File: config.mk
export PLATFORM = sky130hd
export DESIGN_NAME = state_force_reg
export DESIGN_NICKNAME = d
export VERILOG_FILES = /design/src/rtl/sfr_pkg.sv /design/src/rtl/sfr_mask_gather.sv /design/src/rtl/sfr_bit_apply.sv /design/src/rtl/sfr_state_reg.sv /design/src/rtl/state_force_reg.sv
export SDC_FILE = /design/constraint.sdc
export NUM_CORES = 1
export LEC_CHECK = 0
export ABC_CLOCK_PERIOD_IN_PS = 1300
export BUFFER_PORTS_ARGS = -buffer_cell sky130_fd_sc_hd__buf_4
export CORE_AREA = 2 2 39 41
export DETAILED_ROUTE_END_ITERATION = 10
export DIE_AREA = 0 0 41 43
export PLACE_DENSITY = 0.45
export SYNTH_ARGS = -nofsm -noshare
export SYNTH_HDL_FRONTEND = slang
export SYNTH_SLANG_ARGS = --single-unit
File: constraint.sdc
create_clock -name clk -period 1.3 [get_ports clk]
set_input_delay 0.26 -clock clk [delete_from_list [all_inputs] [get_ports clk]]
set_output_delay 0.26 -clock clk [all_outputs]
set_load 0.02 [all_outputs]
File: src/rtl/sfr_pkg.sv
package sfr_pkg;
  typedef enum logic [1:0] {
    ACT_RESET = 2'd0,
    ACT_HOLD  = 2'd1,
    ACT_LOAD  = 2'd2
  } reg_act_e;
endpackage

File: src/rtl/sfr_mask_gather.sv
module sfr_mask_gather #(
  parameter int W = 4,
  parameter int N = 3,
  parameter logic [N*W-1:0] SET_M = '0,
  parameter logic [N*W-1:0] CLR_M = '0,
  parameter logic [N*W-1:0] TGL_M = '0
) (
  input  logic [N-1:0] ctrl,
  output logic [W-1:0] set_any,
  output logic [W-1:0] clr_any,
  output logic [W-1:0] tgl_par
);
  logic [N-1:0][W-1:0] set_g;
  logic [N-1:0][W-1:0] clr_g;
  logic [N-1:0][W-1:0] tgl_g;

  // One gated mask triple per control line
  for (genvar c = 0; c < N; c++) begin : g_ctrl
    localparam logic [W-1:0] S_C = SET_M[c*W +: W];
    localparam logic [W-1:0] C_C = CLR_M[c*W +: W];
    localparam logic [W-1:0] T_C = TGL_M[c*W +: W];
    assign set_g[c] = S_C & {W{ctrl[c]}};
    assign clr_g[c] = C_C & {W{ctrl[c]}};
    assign tgl_g[c] = T_C & {W{ctrl[c]}};
  end

  // Sets and clears merge by OR, toggles by parity
  always_comb begin
    set_any = '0;
    clr_any = '0;
    tgl_par = '0;
    for (int c = 0; c < N; c++) begin
      set_any = set_any | set_g[c];
      clr_any = clr_any | clr_g[c];
      tgl_par = tgl_par ^ tgl_g[c];
    end
  end
endmodule

File: src/rtl/sfr_bit_apply.sv
module sfr_bit_apply #(
  parameter int W = 4
) (
  input  logic [W-1:0] nxt,
  input  logic [W-1:0] set_any,
  input  logic [W-1:0] clr_any,
  input  logic [W-1:0] tgl_par,
  output logic [W-1:0] forced
);
  // Set, then clear, then toggle, per bit
  for (genvar b = 0; b < W; b++) begin : g_bit
    logic after_set;
    logic after_clr;
    assign after_set = nxt[b] | set_any[b];
    assign after_clr = after_set & ~clr_any[b];
    assign forced[b] = after_clr ^ tgl_par[b];
  end
endmodule

File: src/rtl/sfr_state_reg.sv
module sfr_state_reg
  import sfr_pkg::*;
#(
  parameter int W = 4,
  parameter logic [W-1:0] RST_VAL = '0
) (
  input  logic         clk,
  input  logic         rst,
  input  logic         hold,
  input  logic [W-1:0] d,
  output logic [W-1:0] q
);
  reg_act_e act;

  // Reset outranks hold, hold outranks load
  always_comb begin
    if (rst)       act = ACT_RESET;
    else if (hold) act = ACT_HOLD;
    else           act = ACT_LOAD;
  end

  always_ff @(posedge clk) begin
    case (act)
      ACT_RESET: q <= RST_VAL;
      ACT_HOLD:  q <= q;
      default:   q <= d;
    endcase
  end
endmodule

File: src/rtl/state_force_reg.sv
module state_force_reg #(
  parameter int STATE_W = 4,
  parameter int NUM_CTRL = 3,
  parameter logic [STATE_W-1:0] RESET_STATE = 4'b0001,
  parameter logic [NUM_CTRL*STATE_W-1:0] SET_MASKS = 12'h014,
  parameter logic [NUM_CTRL*STATE_W-1:0] CLR_MASKS = 12'h042,
  parameter logic [NUM_CTRL*STATE_W-1:0] TGL_MASKS = 12'h980
) (
  input  logic                clk,
  input  logic                rst,
  input  logic                hold,
  input  logic [NUM_CTRL-1:0] ctrl,
  input  logic [STATE_W-1:0]  nxt_state,
  output logic [STATE_W-1:0]  load_val,
  output logic [STATE_W-1:0]  state_q
);
  logic [STATE_W-1:0] set_any;
  logic [STATE_W-1:0] clr_any;
  logic [STATE_W-1:0] tgl_par;

  sfr_mask_gather #(
    .W(STATE_W), .N(NUM_CTRL),
    .SET_M(SET_MASKS), .CLR_M(CLR_MASKS), .TGL_M(TGL_MASKS)
  ) u_gather (
    .ctrl(ctrl), .set_any(set_any), .clr_any(clr_any), .tgl_par(tgl_par)
  );

  sfr_bit_apply #(.W(STATE_W)) u_apply (
    .nxt(nxt_state), .set_any(set_any), .clr_any(clr_any),
    .tgl_par(tgl_par), .forced(load_val)
  );

  sfr_state_reg #(.W(STATE_W), .RST_VAL(RESET_STATE)) u_reg (
    .clk(clk), .rst(rst), .hold(hold), .d(load_val), .q(state_q)
  );
endmodule

==> run metrics <==
TritonCTS clock tree done; netlist area before placement about 230 um^2; global-route usage over all layers 0.0787; Layout fillers around 150; Final Setup Violations 0; Post-synth EDFFs 4; Final Hold Viols 0; CTS Buffer Depth 2; critical path class primary input to primary output; DP Area ~370 um^2; sequential-to-total area share from yosys stat 0.513; first drt pass iteration count 2; drt total wl 518 um; crit path max fanout 3; H-tree depth 1; worst relative slew slack 0.797; Yosys top cell area share 0.513; Final Net Count 53; FP Rows 14; largest registers u_reg.q: 4 flops; final worst path period share 0.990; RSZ-0062 raised after global routing false; global-route wire length before repair 855 um; syn_area_per_cell 11.1 um^2; Leak Pwr around 0.19 nW; Tmin final about 1300 ps; top cells by count, synth edfxtp_1 (4), nor2_1 (3), nor2b_1 (3); io pins 18; ANT cells 0; # clock sinks 4; vias per cell ~3.9; Post-DRT Antenna Nets 0; async set or reset register ratio after synthesis 0; Netlist cell types 12; CP endpoint kind primary output; Die Ht 43 um; Largest register FFs 4; most frequent cell after synthesis edfxtp_1; Max-Cap Viols 0; Reg with most FFs u_reg.q; area leader, netlist edfxtp_1; Starting DRT DRC Count 2; initial antenna violation count 0; Syn-to-layout area delta 77.5%; die area between 1500 and 2000 um^2; Port Buf Inserts 17; final worst slack between 10 and 15 ps; Die X roughly 41 um; DR vias between 200 and 250; layout cells sized above 1 0.610; Routability Congestion between 0.6 and 0.7; Synth Register Bits 4; vias in the first global route 225; starting density of the core 0.169; Final Non-Filler Cells 57; power per cell area between 1000 and 1500 nW/um^2; Req. time, crit path 1040 ps; CORE AREA between 1000 and 1500 um^2; final core occ 0.300; total grt overflow 0; Hold Buf Count CTS 0; Worst Tran Pin Value around 300 ps; Hold Crit Class primary input to register; Worst EP arrival roughly 1000 ps; Post-Syn Nets 31; Most used DFF post-synth edfxtp_1; setup slack at placement -22.7 ps; Tot Pwr ~0.44 mW; Area contributors post-synth edfxtp_1 (51%), nor2b_1 (8.0%), xnor2_1 (7.5%); Peak Freq between 700 and 800 MHz; largest net degree at the start of global routing 7; DR WL/cell 9.09 um; crit path launch type primary input; design area 415 um^2; Final Max Tran Viols 0; Clk pin slew, worst setup/hold paths 40 ps; status finished clean; CTS buffer count 3; number of remaining DRC errors 0; count of mapped cells out of synthesis 21; maximum vdd drop about 0.32 mV; clock root buffer clkbuf_4; dpl cells 53; yosys warns 0
==> routing by layer <==
metal / global-route usage / vias to the layer above / routed length [um]
met1: 0.0850 / 92 / 189
li1: - / 110 / -
met3: 0.0576 / 0 / 97
met4: 0.0800 / 0 / 0
met2: 0.0906 / 18 / 230
met5: 0 / - / 0
==> stage by stage <==
step	hold slack, ps	TNS (ps)
2_1_floorplan	421	0
3_3_place_gp	573	-16.7
3_5_place_dp	585	-22.7
4_1_cts	343	0
5_1_grt	355	0
6_report	349	0
==> repair_timing <==
item                       CTS  global route
buffers inserted             1             0
hold endpoints to repair     0             0
pin swaps                    2             0
setup endpoints to repair    1             1
resized for setup            2             2
==> cell type report <==
| class | instances | area, um^2 | area share |
|---|---|---|---|
| repair buffers | 19 | 146 | 0.352 |
| flip-flops and latches | 4 | 120 | 0.289 |
| clock buffers | 3 | 22.5 | 0.0542 |
| well taps | 16 | 20.0 | 0.0482 |
| multi-input cells | 15 | 106 | 0.256 |
==> layout by cell type (no fill, tap or decap), drive strengths merged <==
cell type / netlist / layout
edfxtp: 4 / 4
nor2: 3 / 3
clkbuf: 0 / 3
a21o: 1 / 1
nor2b: 3 / 3
buf: 2 / 19
and2: 1 / 1
xnor2: 2 / 2
or3: 1 / 1
nand2b: 1 / 1
o21ai: 1 / 1
nor3: 1 / 1
mux2: 1 / 1
==> power breakdown <==
part / switching (mW) / internal [mW] / leakage, nW
Combinational: 0.0631 / 0.0708 / 0.134
Clock: 0.0448 / 0.103 / 0.0138
Sequential: 0.00310 / 0.157 / 0.0416
Total: 0.111 / 0.331 / 0.189
==> worst max-delay path, stage by stage <==
cell and delay, ps:
buf_4 120, or3_4 380, and2_4 150, buf_6 120
==> logic make-up (layout without fill, tap and decap cells) <==
kind of cell	Yosys count	in the layout	synth area share
flip-flops	4	4	0.513
buffers and inverters	2	22	0.0642
multiplexers	1	1	0.0642
AO/OA/AOI/OAI	2	2	0.0535
AND/OR/NAND/NOR	10	10	0.230
XOR/XNOR	2	2	0.0749
==> path summary, 6_finish.rpt <==
kind / from / to / slack [ps] / depth (start not counted)
setup / recovery: ctrl[2] / load_val[0] / 10 / 4
hold / removal: rst / u_reg.q[0] / 350 / 2
Power figures use the tool's default switching activity.
